<file path="src/rtl/bootlock_pkg.sv">
package bootlock_pkg;

   typedef enum logic [1:0] {
      ROM_NONE   = 2'd0,
      ROM_LEGACY = 2'd1,
      ROM_EXT    = 2'd2
   } rom_sel_e;

   localparam logic [1:0] SZ_BYTE = 2'd0;
   localparam logic [1:0] SZ_HALF = 2'd1;

   // lock word bit positions (behavioural: software decodes these)
   localparam int LK_P_HALF   = 0;
   localparam int LK_P_LEGACY = 1;
   localparam int LK_S_HALF   = 8;
   localparam int LK_S_OFF    = 9;
   localparam int LK_ID_HIDE  = 10;

   function automatic logic [31:0] ones_for(input logic [1:0] sz);
      case (sz)
         SZ_BYTE: ones_for = 32'h0000_00FF;
         SZ_HALF: ones_for = 32'h0000_FFFF;
         default: ones_for = 32'hFFFF_FFFF;
      endcase
   endfunction

endpackage

</file>
<file path="src/rtl/bootlock_reg.sv">
module bootlock_reg #(
   parameter logic [15:0] RST_VAL = 16'h0101,
   parameter logic [15:0] WR_MASK = 16'h0703
) (
   input  logic        clk,
   input  logic        rst_n,
   input  logic        wr,
   input  logic [1:0]  wr_size,
   input  logic        wr_hi,
   input  logic [15:0] wr_data,
   input  logic [1:0]  rd_size,
   input  logic        rd_hi,
   output logic [15:0] lock,
   output logic [7:0]  pri_view,
   output logic [15:0] sec_view
);
   import bootlock_pkg::*;

   logic [15:0] set_bits;

   always_comb begin
      if (wr_size == SZ_BYTE) begin
         if (wr_hi) set_bits = {wr_data[7:0] & WR_MASK[15:8], 8'h00};
         else       set_bits = {8'h00, wr_data[7:0] & WR_MASK[7:0]};
      end else begin
         set_bits = wr_data & WR_MASK;
      end
   end

   always_ff @(posedge clk or negedge rst_n) begin
      if (!rst_n)  lock <= RST_VAL;
      else if (wr) lock <= lock | set_bits;
   end

   assign pri_view = lock[7:0];

   always_comb begin
      if (rd_size == SZ_BYTE) sec_view = rd_hi ? {8'h00, lock[15:8]} : {8'h00, lock[7:0]};
      else                    sec_view = lock;
   end

endmodule

</file>
<file path="src/rtl/bootlock_pri_gate.sv">
module bootlock_pri_gate #(
   parameter logic [31:0] BASE      = 32'hFFFF_0000,
   parameter int          EXT_BYTES = 65536,
   parameter int          LEG_BYTES = 4096,
   localparam int         WIW       = $clog2(EXT_BYTES) - 2,
   localparam int         LIW       = $clog2(LEG_BYTES) - 2
) (
   input  logic           rd,
   input  logic [31:0]    addr,
   input  logic [1:0]     size,
   input  logic           lk_half,
   input  logic           lk_legacy,
   output logic [1:0]     rom,
   output logic           blk,
   output logic [WIW-1:0] word,
   output logic [31:0]    ones
);
   import bootlock_pkg::*;

   localparam logic [31:0] EXT_SZ  = 32'(EXT_BYTES);
   localparam logic [31:0] HALF_SZ = 32'(EXT_BYTES / 2);
   localparam logic [31:0] LEG_SZ  = 32'(LEG_BYTES);

   logic [31:0] off;
   logic        in_rom;

   assign off    = addr - BASE;
   assign in_rom = (addr >= BASE) && (off < EXT_SZ);

   always_comb begin
      rom  = ROM_NONE;
      blk  = 1'b0;
      word = '0;
      if (rd && in_rom) begin
         if (!lk_legacy) begin
            if (lk_half && (off >= HALF_SZ)) blk = 1'b1;
            else begin
               rom  = ROM_EXT;
               word = off[WIW+1:2];
            end
         end else if (off < LEG_SZ) begin
            rom  = ROM_LEGACY;
            word = WIW'(off[LIW+1:2]);
         end
      end
      ones = blk ? ones_for(size) : 32'h0;
   end

endmodule

</file>
<file path="src/rtl/bootlock_sec_gate.sv">
module bootlock_sec_gate #(
   parameter int  EXT_BYTES = 65536,
   localparam int WIW       = $clog2(EXT_BYTES) - 2
) (
   input  logic           rd,
   input  logic [31:0]    addr,
   input  logic [31:0]    pc,
   input  logic [1:0]     size,
   input  logic [15:0]    bound,
   input  logic           lk_half,
   input  logic           lk_off,
   output logic [1:0]     rom,
   output logic           blk,
   output logic [WIW-1:0] word,
   output logic [31:0]    ones
);
   import bootlock_pkg::*;

   localparam logic [31:0] EXT_SZ  = 32'(EXT_BYTES);
   localparam logic [31:0] HALF_SZ = 32'(EXT_BYTES / 2);

   logic [31:0] bnd;
   logic        pc_out, below_guard;

   assign bnd         = {16'h0, bound};
   assign pc_out      = pc >= EXT_SZ;
   assign below_guard = (addr < bnd) && (pc >= bnd);

   always_comb begin
      rom  = ROM_NONE;
      blk  = 1'b0;
      word = '0;
      if (rd && (addr < EXT_SZ) && !lk_off) begin
         if ((lk_half && (addr >= HALF_SZ)) || pc_out || below_guard) blk = 1'b1;
         else begin
            rom  = ROM_EXT;
            word = addr[WIW+1:2];
         end
      end
      ones = blk ? ones_for(size) : 32'h0;
   end

endmodule

</file>
<file path="src/rtl/bootlock_id_gate.sv">
module bootlock_id_gate #(
   parameter int  ID_BITS = 64,
   localparam int OFF_W   = $clog2(ID_BITS / 8)
) (
   input  logic [ID_BITS-1:0] id_value,
   input  logic [OFF_W-1:0]   off,
   input  logic [1:0]         size,
   input  logic               hide,
   output logic [31:0]        data
);
   import bootlock_pkg::*;

   logic [ID_BITS-1:0] shifted;

   assign shifted = id_value >> {off, 3'b000};
   assign data    = hide ? 32'h0 : (shifted[31:0] & ones_for(size));

endmodule

</file>
<file path="src/rtl/bootlock_rsp_stage.sv">
module bootlock_rsp_stage #(
   parameter int W          = 8,
   parameter bit REGISTERED = 1'b1
) (
   input  logic         clk,
   input  logic         rst_n,
   input  logic [W-1:0] d,
   output logic [W-1:0] q
);
   generate
      if (REGISTERED) begin : g_flop
         always_ff @(posedge clk or negedge rst_n) begin
            if (!rst_n) q <= '0;
            else        q <= d;
         end
      end else begin : g_wire
         logic unused_clk;
         assign unused_clk = clk ^ rst_n;
         assign q = d;
      end
   endgenerate

endmodule

</file>
<file path="src/rtl/bootrom_lock_ctrl.sv">
module bootrom_lock_ctrl #(
   parameter logic [15:0] RST_VAL   = 16'h0101,
   parameter logic [15:0] WR_MASK   = 16'h0703,
   parameter logic [31:0] PRI_BASE  = 32'hFFFF_0000,
   parameter int          EXT_BYTES = 65536,
   parameter int          LEG_BYTES = 4096,
   parameter bit          REG_OUT   = 1'b1
) (
   input  logic                          clk,
   input  logic                          rst_n,
   input  logic                          cfg_wr,
   input  logic [1:0]                    cfg_wr_size,
   input  logic                          cfg_wr_hi,
   input  logic [15:0]                   cfg_wr_data,
   output logic [7:0]                    p_cfg_view,
   input  logic [1:0]                    s_cfg_size,
   input  logic                          s_cfg_hi,
   output logic [15:0]                   s_cfg_view,
   input  logic                          p_rd,
   input  logic [31:0]                   p_addr,
   input  logic [1:0]                    p_size,
   output logic                          p_rsp_vld,
   output logic [1:0]                    p_rsp_rom,
   output logic                          p_rsp_blk,
   output logic [$clog2(EXT_BYTES)-3:0]  p_rsp_word,
   output logic [31:0]                   p_rsp_ones,
   input  logic                          s_rd,
   input  logic [31:0]                   s_addr,
   input  logic [31:0]                   s_pc,
   input  logic [1:0]                    s_size,
   input  logic [15:0]                   s_bound,
   output logic                          s_rsp_vld,
   output logic [1:0]                    s_rsp_rom,
   output logic                          s_rsp_blk,
   output logic [$clog2(EXT_BYTES)-3:0]  s_rsp_word,
   output logic [31:0]                   s_rsp_ones,
   input  logic [63:0]                   id_value,
   input  logic                          id_rd,
   input  logic [2:0]                    id_off,
   input  logic [1:0]                    id_size,
   output logic                          id_rsp_vld,
   output logic [31:0]                   id_rsp_data
);
   import bootlock_pkg::*;

   localparam int WIW   = $clog2(EXT_BYTES) - 2;
   localparam int PRSPW = 1 + 2 + 1 + WIW + 32;
   localparam int IRSPW = 1 + 32;

   generate
      if ((LEG_BYTES > EXT_BYTES) || (LEG_BYTES < 4) || (EXT_BYTES > 65536)
          || ((EXT_BYTES & (EXT_BYTES - 1)) != 0) || ((LEG_BYTES & (LEG_BYTES - 1)) != 0)) begin : g_bad_cfg
         $error("bootrom_lock_ctrl: ROM sizes must be powers of two, legacy <= extended <= 64 KB");
      end
   endgenerate

   logic [15:0] lock_q;

   bootlock_reg #(.RST_VAL(RST_VAL), .WR_MASK(WR_MASK)) u_reg (
      .clk(clk), .rst_n(rst_n), .wr(cfg_wr), .wr_size(cfg_wr_size), .wr_hi(cfg_wr_hi),
      .wr_data(cfg_wr_data), .rd_size(s_cfg_size), .rd_hi(s_cfg_hi),
      .lock(lock_q), .pri_view(p_cfg_view), .sec_view(s_cfg_view)
   );

   logic [1:0]     p_rom_d, s_rom_d;
   logic           p_blk_d, s_blk_d;
   logic [WIW-1:0] p_word_d, s_word_d;
   logic [31:0]    p_ones_d, s_ones_d, id_data_d;

   bootlock_pri_gate #(.BASE(PRI_BASE), .EXT_BYTES(EXT_BYTES), .LEG_BYTES(LEG_BYTES)) u_pri (
      .rd(p_rd), .addr(p_addr), .size(p_size),
      .lk_half(lock_q[LK_P_HALF]), .lk_legacy(lock_q[LK_P_LEGACY]),
      .rom(p_rom_d), .blk(p_blk_d), .word(p_word_d), .ones(p_ones_d)
   );

   bootlock_sec_gate #(.EXT_BYTES(EXT_BYTES)) u_sec (
      .rd(s_rd), .addr(s_addr), .pc(s_pc), .size(s_size), .bound(s_bound),
      .lk_half(lock_q[LK_S_HALF]), .lk_off(lock_q[LK_S_OFF]),
      .rom(s_rom_d), .blk(s_blk_d), .word(s_word_d), .ones(s_ones_d)
   );

   bootlock_id_gate #(.ID_BITS(64)) u_id (
      .id_value(id_value), .off(id_off), .size(id_size),
      .hide(lock_q[LK_ID_HIDE]), .data(id_data_d)
   );

   bootlock_rsp_stage #(.W(PRSPW), .REGISTERED(REG_OUT)) u_prsp (
      .clk(clk), .rst_n(rst_n),
      .d({p_rd, p_rom_d, p_blk_d, p_word_d, p_ones_d}),
      .q({p_rsp_vld, p_rsp_rom, p_rsp_blk, p_rsp_word, p_rsp_ones})
   );

   bootlock_rsp_stage #(.W(PRSPW), .REGISTERED(REG_OUT)) u_srsp (
      .clk(clk), .rst_n(rst_n),
      .d({s_rd, s_rom_d, s_blk_d, s_word_d, s_ones_d}),
      .q({s_rsp_vld, s_rsp_rom, s_rsp_blk, s_rsp_word, s_rsp_ones})
   );

   bootlock_rsp_stage #(.W(IRSPW), .REGISTERED(REG_OUT)) u_irsp (
      .clk(clk), .rst_n(rst_n),
      .d({id_rd, id_rd ? id_data_d : 32'h0}),
      .q({id_rsp_vld, id_rsp_data})
   );

endmodule

</file>
<file path="config.mk">
export PLATFORM = sky130hd
export DESIGN_NAME = bootrom_lock_ctrl
export DESIGN_NICKNAME = d
export VERILOG_FILES = /design/src/rtl/bootlock_pkg.sv /design/src/rtl/bootlock_reg.sv /design/src/rtl/bootlock_pri_gate.sv /design/src/rtl/bootlock_sec_gate.sv /design/src/rtl/bootlock_id_gate.sv /design/src/rtl/bootlock_rsp_stage.sv /design/src/rtl/bootrom_lock_ctrl.sv
export SDC_FILE = /design/constraint.sdc
export NUM_CORES = 1
export LEC_CHECK = 0
export ABC_CLOCK_PERIOD_IN_PS = 3600
export BUFFER_PORTS_ARGS = -buffer_cell sky130_fd_sc_hd__buf_2
export CAP_MARGIN = 10
export CORE_AREA = 2 2 145 147
export CTS_CLUSTER_DIAMETER = 60
export CTS_CLUSTER_SIZE = 14
export DETAILED_ROUTE_END_ITERATION = 10
export DIE_AREA = 0 0 147 149
export GPL_TIMING_DRIVEN = 0
export PLACE_DENSITY = 0.54
export SKIP_CTS_REPAIR_TIMING = 1
export SLEW_MARGIN = 20
export SYNTH_ARGS = -nofsm -noshare
export SYNTH_HDL_FRONTEND = slang
export SYNTH_SLANG_ARGS = --single-unit
</file>
<file path="constraint.sdc">
create_clock -name clk -period 3.6 [get_ports clk]
set_input_delay 0.18 -clock clk [delete_from_list [all_inputs] [get_ports clk]]
set_output_delay 0.18 -clock clk [all_outputs]
set_load 0.1 [all_outputs]
</file>
==> run summary, run 1 <==
The clock tree from TritonCTS is built. The root buffer cell chosen for the clock tree is clkbuf_16. The startpoint identified for the worst register-to-register timing path is u_reg.lock[8].

In the synthesized netlist, mux cells make up 13.8% of the area. The number of sinks on the clock net is 77. The total of max-cap violations is 0. After synthesis, flip-flops and latches occupy 36.3% of the total area.

The average instance area after synthesis came out at 10.1 sq um. The library cells used most frequently in the layout, excluding fill and tap cells, are buf_2, buf_4, dfrtp_1. The number of iterations in the first detailed-routing pass came out at 4. The number of hold violations in the final report is 0.

The synthesized netlist devotes 0% of its cell area to XOR and XNOR gates. For this run, design rule violations remaining after detail routing come to 0. The worst setup path is launched from an input port.

Clock-pin slew was measured on the worst setup and hold paths at 0.06 ns. The routability-driven placement congestion ratio is 0.922. During placement, the flow inserted port buffers numbering 337. The depth of the worst register-to-register path came out at 4. The clock tree skew after final layout came out at 0.00531 ns. The flip-flop and latch count after synthesis is 77. Setup violations remaining at the end of the flow were counted as 0.

The hold path startpoint is p_addr[7]. The half-perimeter wire length after detailed placement came out at 16.2 mm. The clock reaches the later pin of the worst-skew pair after 0.34 ns. The reg-to-reg critical path endpoint is u_srsp.q[40]. The number of antenna diodes in the final layout is 0. The peak ir drop on the vdd network is 0.000230 V. The setup slack on the worst flop-to-flop path came out at 1.88 ns. The via count of the first global-routing pass is 5057.

The signed area change from the synthesized netlist to the final layout is 47.7%. At the end of the flow the core is filled with cells to 38.2%. The flow ran to the end, and the final reports show no timing, DRC or antenna violations.

The worst setup path is captured at a flip-flop. Yosys mapped a number of flops with a built-in enable equal to 0. In this run the remaining antenna-violating nets after routing total 0.

The synthesized instance count came out at 527. After routing, the total negative slack on setup checks comes to 0 ns. The fraction of final layout cells sized beyond drive strength 1 is 53.7%. The initial core utilization came out at 25.9%. The endpoint of the worst hold path is u_prsp.q[37]. The synthesized area is 0.00532 sq mm. The maximum clock insertion buffer count is 2. For this run, the number of Yosys warnings is 0. The power density over cell area came out at 325 mW/mm^2. The total clock buffers created by CTS came out at 9. In this run the worst hold path is classified as input port to flip-flop. The number of H-tree levels came out at 3.

The critical path class is input port to flip-flop. The signal arrival time at the worst endpoint is 2.21 ns. The slew at the pin closest to its max-slew limit is 0.892 ns. The main combinational cell family by area after synthesis is simple AND/OR/NAND/NOR gates.

The largest net degree at the start of global routing is 45. The first-pass GRT wire length came out at 28.7 mm. For the finished layout, the period the worst path requires is 2.00 ns. The initial antenna violation count came out at 1. The post-route standard cell area excluding fillers is 0.00785 sq mm.

The count of standard-cell rows came out at 53. The area of the core came out at 0.0206 sq mm. The instance area after placement came out at 0.00744 sq mm.

The total track usage is 17.2%. Counting instances, the worst hold path has a depth of 3. The horizontal extent of the die came out at 147 um. The count of cell types in the netlist came out at 50. For this block, the routed nets add up to 19.5 mm of wire. Setup repair after global routing left no endpoint under its margin.

The proportion of synthesized flip-flops having asynchronous set or reset came out at 100%. The number of nets in the finished design is 1140. The top flip-flop cell by instance count after synthesis is dfrtp_1. The vertical die dimension is 149 um.

The required time at the endpoint of the critical path is 3.80 ns. The area share of fa/ha/maj cells after synthesis came out at 7.29%. The total number of vias came out at 5324. The top fanout value on the critical path came out at 10. The first-iteration detailed-routing DRC count came out at 205. After global routing the overflow that remains totals 0.

The final period utilization came out at 55.7%. The most frequent standard cell in the layout excluding fill and tap cells is buf_2. The count of final max-slew check failures came out at 0. The maximum achievable frequency is 0.499 GHz. The number of vias per cell after detailed routing is 4.53. The number of top-level design ports came out at 370. The total die area came out at 0.0219 sq mm.

The headroom to the max-slew limit came out at 40.1%. The complex-gate fraction of the synthesized area came out at 12.1%. Dividing the detail-routed wire length by the instance count gives 16.6 um. The post-synthesis simple-gate area fraction is 15.3%. The leakage power figure is 0.00440 uW.
[synth_stat cells, types with 2 or more instances]
cell / count / area share (%)
nor3_1: 2 / 0.19
nor3b_1: 11 / 1.6
o21a_1: 2 / 0.28
nor3b_2: 3 / 0.71
nor2b_1: 14 / 1.6
o21ai_0: 11 / 1.0
ha_1: 31 / 7.3
buf_2: 5 / 0.47
buf_1: 2 / 0.14
mux2_2: 10 / 2.1
a31oi_1: 2 / 0.24
o21ai_1: 2 / 0.19
a21oi_1: 13 / 1.2
and3_1: 2 / 0.24
nor2_1: 64 / 4.5
and4_1: 4 / 0.66
nand2b_1: 5 / 0.59
a22oi_1: 16 / 2.3
mux4_2: 24 / 10
a21o_1: 6 / 0.85
buf_4: 80 / 11
buf_6: 2 / 0.42
inv_1: 28 / 2.0
dfrtp_1: 75 / 35
clkinv_1: 2 / 0.14
nand3_1: 5 / 0.47
clkbuf_1: 11 / 0.78
o31a_1: 8 / 1.3
dfstp_2: 2 / 0.99
mux2i_1: 8 / 1.5
a211oi_1: 18 / 2.5
and2_1: 6 / 0.71
nand2_1: 21 / 1.5
nor4_1: 10 / 1.2
nand4_1: 7 / 0.82
[registers in the layout, summed over array words and instances, names as in the netlist]
register	flops
u_irsp.q	33
u_prsp.q	20
u_reg.lock	5
u_srsp.q	19
[routing by layer]
metal  up-vias  GRT usage, %  part of all wire (%)
met3        27          4.28                   9.2
met2       310          31.1                    51
met1      2452          19.5                    37
met4         2          7.12                   2.5
met5         -             0                 0.067
li1       2533             -                     -
[critical path, cell delays in order]
cell       delay (ns)
buf_2            0.07
inv_1            0.04
ha_1             0.29
and4_1           0.23
nand2_1          0.10
a2111oi_0        0.43
and4b_1          0.28
a22oi_4          0.32
buf_6            0.20
nor3b_1          0.06
[cell families after synthesis]
group,count (synthesis)
adders and majority gates,31
and+or+nand+nor,157
muxes,42
AOI/OAI and AO/OA,89
buffers and inverters,130
DFF,77
other,1
[per-stage QoR]
step,setup WS [ns],cells,hold WS [ns],total power [uW]
floorplan,1.53,543,-0.116,1210
global placement,1.21,1155,0.304,1420
detailed placement,1.24,1156,0.191,1430
CTS,1.58,1172,-0.187,2580
global route,1.47,1176,0.0286,2670
finish,1.60,1176,0.0395,2550
[how the worst max path moves through the flow]
stage                    endpoint     startpoint  slack, ns  cells after the start
finish               u_srsp.q[40]     s_bound[9]       1.60                     10
global route         u_srsp.q[37]     s_bound[9]       1.47                     10
CTS                  u_srsp.q[44]     s_bound[9]       1.58                     10
detailed placement   u_srsp.q[44]     s_bound[9]       1.24                     10
global placement     u_srsp.q[38]     s_bound[9]       1.21                     10
floorplan           s_cfg_view[8]  u_reg.lock[8]       1.53                      1
[layout make-up]
class	instances	area (sq um)
fillers	2169	12700
inverters	30	113
plain buffers	100	697
flip-flops and latches	77	1930
multi-input cells	336	2640
clock buffers	9	225
well taps	275	344
clock inverters	7	145
repair buffers	342	1760
[power by group]
part | leakage (uW) | switching (uW) | total (uW) | internal (uW)
combinational | 0.00317 | 325 | 548 | 223
clock | 0.000177 | 385 | 1140 | 753
sequential | 0.00105 | 0.430 | 867 | 867
Note: power is estimated with default switching activity, not from simulation.
==> inputs of run 2 (changes only) <==
--- a/config.mk
+++ b/config.mk
@@ -5,16 +5,17 @@
 export SDC_FILE = /design/constraint.sdc
 export NUM_CORES = 1
 export LEC_CHECK = 0
-export ABC_CLOCK_PERIOD_IN_PS = 3600
+export ABC_AREA = 1
+export ABC_CLOCK_PERIOD_IN_PS = 2000
 export BUFFER_PORTS_ARGS = -buffer_cell sky130_fd_sc_hd__buf_2
 export CAP_MARGIN = 10
-export CORE_AREA = 2 2 145 147
+export CORE_AREA = 2 2 142 144
 export CTS_CLUSTER_DIAMETER = 60
 export CTS_CLUSTER_SIZE = 14
 export DETAILED_ROUTE_END_ITERATION = 10
-export DIE_AREA = 0 0 147 149
+export DIE_AREA = 0 0 144 146
 export GPL_TIMING_DRIVEN = 0
-export PLACE_DENSITY = 0.54
+export PLACE_DENSITY = 0.58
 export SKIP_CTS_REPAIR_TIMING = 1
 export SLEW_MARGIN = 20
 export SYNTH_ARGS = -nofsm -noshare
==> constraint.sdc (replaced) <==
create_clock -name clk -period 2 [get_ports clk]
set_input_delay 0.1 -clock clk [delete_from_list [all_inputs] [get_ports clk]]
set_output_delay 0.1 -clock clk [all_outputs]
set_load 0.1 [all_outputs]
==> run 2 against run 1 <==
  * Setup slack got worse by 1.4 ns
  * Area after synthesis rose by 7.9%
  * Combinational power rose by 95%
  * Flip-flop and latch count did not move
  * Critical path depth fell by 4
  * Critical path type is now flip-flop to flip-flop
  * Die area fell by 4.0%
  * The run now ends with negative hold slack left
  * Critical endpoint is now u_irsp.q[22]
  * Largest power group unchanged
  * Register-to-register slack got worse by 1.7 ns
==> run summary, run 2 <==
The run finished, with violations left. The checks that failed: negative hold slack. The area of the core came out at 0.0193 sq mm (-5.9%). The portion of the post-synthesis area used by sequential elements is 33.6% (-2.7 points). The via count of the first global-routing pass was 6250 (+24%).

The number of top-level design ports came to 370 (unchanged). The routability-driven placement congestion ratio is 0.944 (+2.5%). The headroom to the max-slew limit is 33.8% (-6.3 points). The number of vias per cell after detailed routing came to 4.55 (+0.45%). The library cell occupying the most area in the post-synthesis netlist is dfrtp_1. The setup slack on the worst flop-to-flop path is 0.17 ns (-1.71 ns).

The top fanout value on the critical path is 10 (unchanged). The remaining number of nets flagged by the antenna check after routing came out at 0 (unchanged). The total number of vias came out at 6594 (+24%). The first-pass GRT wire length is 32.9 mm (+15%). The initial core utilization came out at 29.7% (+3.8 points). The min-delay analysis places its worst path in the category input port to flip-flop.

The area share of the largest cell type after synthesis is 32.7% (-2.6 points). The total number of yosys warnings was 0 (unchanged). The signed area change from the synthesized netlist to the final layout came out at 44.4%.

The met2 layer usage reported by global route came out at 34.6% (+3.6 points). For this design, the slowest cell found on the critical path is dfrtp_1. The number of filler cells placed in the layout is 2026 (-6.6%). The number of iterations in the first detailed-routing pass is 5 (+1). The peak ir drop on the vdd network came out at 0.000328 V (+43%). The horizontal extent of the die came out at 144 um (-2.0%).

Leaving out fill and tap cells, the most frequent cell in the layout is buf_2. The wire length per cell after detailed routing came out at 15.3 um (-7.9%). The routed design could run at a clock period as short as 1.83 ns. The clock tree skew after final layout is 0.0131 ns (+0.00781 ns).

The flip-flop count of the largest register after layout came out at 33 (unchanged). The final critical path takes up 91.6% of the cycle. The peak per-stage delay on the critical path is 0.35 ns (-0.08 ns). The cell sitting at the root of the clock tree is a clkbuf_16. The total congestion overflow came out at 0 (unchanged). The signal arrival time at the worst endpoint came out at 2.07 ns (-0.14 ns).

After synthesis, the most frequently instantiated cells are nand2_1, buf_4, inv_1. The instance area after placement came out at 0.00785 sq mm (+5.5%). The top flip-flop cell by instance count after synthesis is dfrtp_1.

The number of buffer and inverter stages on the critical path is 3 (unchanged). The worst hold slack across all endpoints came out at -0.0174 ns (-0.0569 ns). The average instance area after synthesis is 7.16 sq um (-29%). The largest net degree at the start of global routing is 50 (+11%). The slew at the pin closest to its max-slew limit came to 0.986 ns (+0.0941 ns). The critical path goes through inv_1 > nand2_1 > inv_1 > nand2_1 > clkbuf_2 > a21oi_1.

TritonCTS built the clock tree. The reg-to-reg critical path endpoint is u_irsp.q[22]. The global-route track usage on met3 was 3.75% (-0.53 points).

In the final layout, the registers with the most flip-flops are u_irsp.q x33, u_prsp.q x20, u_srsp.q x19. The number of H-tree levels is 3 (unchanged). The routed wire length was 22.2 mm (+14%). The worst hold path terminates at u_srsp.q[31].

The flip-flop and latch count after synthesis came to 77 (unchanged). The count of flip-flops with a built-in enable after synthesis came out at 0 (unchanged). The number of inserted diodes is 0 (unchanged).

The synthesized instance count came out at 801 (+52%). The type of element launching the critical path is a flip-flop. The library cells used most frequently in the layout, excluding fill and tap cells, are buf_2, nand2_1, buf_4. The total track usage is 20.2% (+3.0 points).

The number of nets in the finished design is 1425 (+25%). Broken down by cell family, the worst path's largest delay share belongs to buffers and inverters. The post-detailed-route DRC marker count came to 0 (unchanged). The leakage power figure is 0.00502 uW (+14%). The power density over cell area is 513 mW/mm^2 (+58%). The number of hold violations in the final report was 12 (+12).

The end-of-flow core utilization came out at 42.8% (+4.6 points). The post-route standard cell area excluding fillers came out at 0.00828 sq mm (+5.4%). The maximum achievable frequency came out at 0.546 GHz.

The insertion delay to the later sink of the worst-skew pair is 0.34 ns (about the same). The hold-critical path depth came out at 3 (unchanged). The total die area came out at 0.0210 sq mm (-4.0%). The total clock buffers created by CTS is 9 (unchanged). The initial antenna violation count is 1 (unchanged).

The number of cells after detailed placement came out at 1421 (+23%). The count of port buffers added during placement came out at 338 (+0.30%). The number of sinks on the clock net was 77 (unchanged).

Yosys attributes the largest share of cell area to dfrtp_1, nand2_1, buf_4. The total of max-cap violations came out at 0 (unchanged). The top register by number of flip-flops is u_irsp.q. The half-perimeter wire length after detailed placement is 18.3 mm (+13%). The startpoint identified for the worst hold timing path is s_size[1]. By instance count, the leading cell after synthesis is nand2_1. The maximum clock insertion buffer count is 2 (unchanged).

The fraction of final layout cells sized beyond drive strength 1 came out at 40.7% (-13 points). The count of standard-cell rows is 51 (-3.8%). STA classifies the critical path endpoint as a flip-flop. The clock-pin slew on the worst setup and hold paths is 0.06 ns (about the same). The summed negative setup slack over all endpoints came to 0 ns (unchanged). The busiest layer in global routing is met2. The number of standard cells in the layout, taps in and fillers out came to 1450 (+23%). The count of cell types in the netlist is 41 (-18%).

The final setup violation count came to 0 (unchanged). The startpoint of the worst register-to-register path is u_reg.lock[10]. The first-iteration detailed-routing DRC count is 317 (+55%). The synthesized area came out at 0.00574 sq mm (+7.9%). The required time at the endpoint of the critical path was 2.24 ns (-1.56 ns). The vertical die dimension was 146 um (-2.0%). The proportion of synthesized flip-flops having asynchronous set or reset came to 100% (unchanged). The count of final max-slew check failures is 0 (unchanged). The critical path class is flip-flop to flip-flop.

The depth of the worst register-to-register path is 6 (+2). The met1 track utilization from global routing came out at 24.9% (+5.4 points). Setup repair after global routing left no endpoint under its margin.
-- run 2: how the worst max path moves through the flow --
stage                              start  cells past startpoint       endpoint
after floorplan            u_reg.lock[8]                      2  s_cfg_view[0]
after global placement    u_reg.lock[10]                      6   u_irsp.q[22]
after detailed placement  u_reg.lock[10]                      6   u_irsp.q[22]
after CTS                 u_reg.lock[10]                      6   u_irsp.q[22]
after global routing      u_reg.lock[10]                      6   u_irsp.q[23]
final                     u_reg.lock[10]                      6   u_irsp.q[22]
-- run 2: layout make-up --
class | count | area [sq um] | share of cell area [%]
flip-flops and latches | 77 | 1930 | 23.3
clock buffers | 9 | 225 | 2.72
inverters | 87 | 327 | 3.94
repair buffers | 353 | 1860 | 22.5
clock inverters | 6 | 65.1 | 0.786
multi-input cells | 546 | 2810 | 33.9
plain buffers | 107 | 731 | 8.82
well taps | 265 | 332 | 4.00
-- run 2: kinds of logic after synthesis --
group	after synthesis	share of synthesized area (%)
muxes	9	1.57
adders and majority gates	31	6.76
DFF	77	33.6
buffers and inverters	194	18.4
and+or+nand+nor	385	28.7
AOI/OAI and AO/OA	104	10.9
other	1	0.0654
-- run 2: report_power, final --
part           total (uW)  switching [uW]  internal, uW
combinational        1070             701           371
clock                1610             654           959
sequential           1560           0.632          1560
-- run 2: stage by stage --
step / setup slack [ns] / hold slack [ns] / total power, uW
2_1_floorplan: -0.0129 / -0.196 / 2210
3_3_place_gp: 0.0798 / 0.228 / 2610
3_5_place_dp: 0.0653 / 0.104 / 2630
4_1_cts: 0.0682 / -0.281 / 4270
5_1_grt: 0.0313 / 0.000136 / 4470
6_report: 0.169 / -0.0174 / 4250
-- run 2: worst reg2reg max path, stage by stage, from the launching register on --
cell and delay (ns):
dfrtp_1 0.35, inv_1 0.21, nand2_1 0.29, inv_1 0.13, nand2_1 0.21, clkbuf_2 0.32, a21oi_1 0.23
-- run 2: per-layer routing --
layer	vias to the layer above	routed length, um	share of wire (%)
met5	-	13	0.059
met4	2	611	2.8
met3	42	1660	7.5
met2	325	10700	48
met1	2985	9160	41
li1	3240	-	-
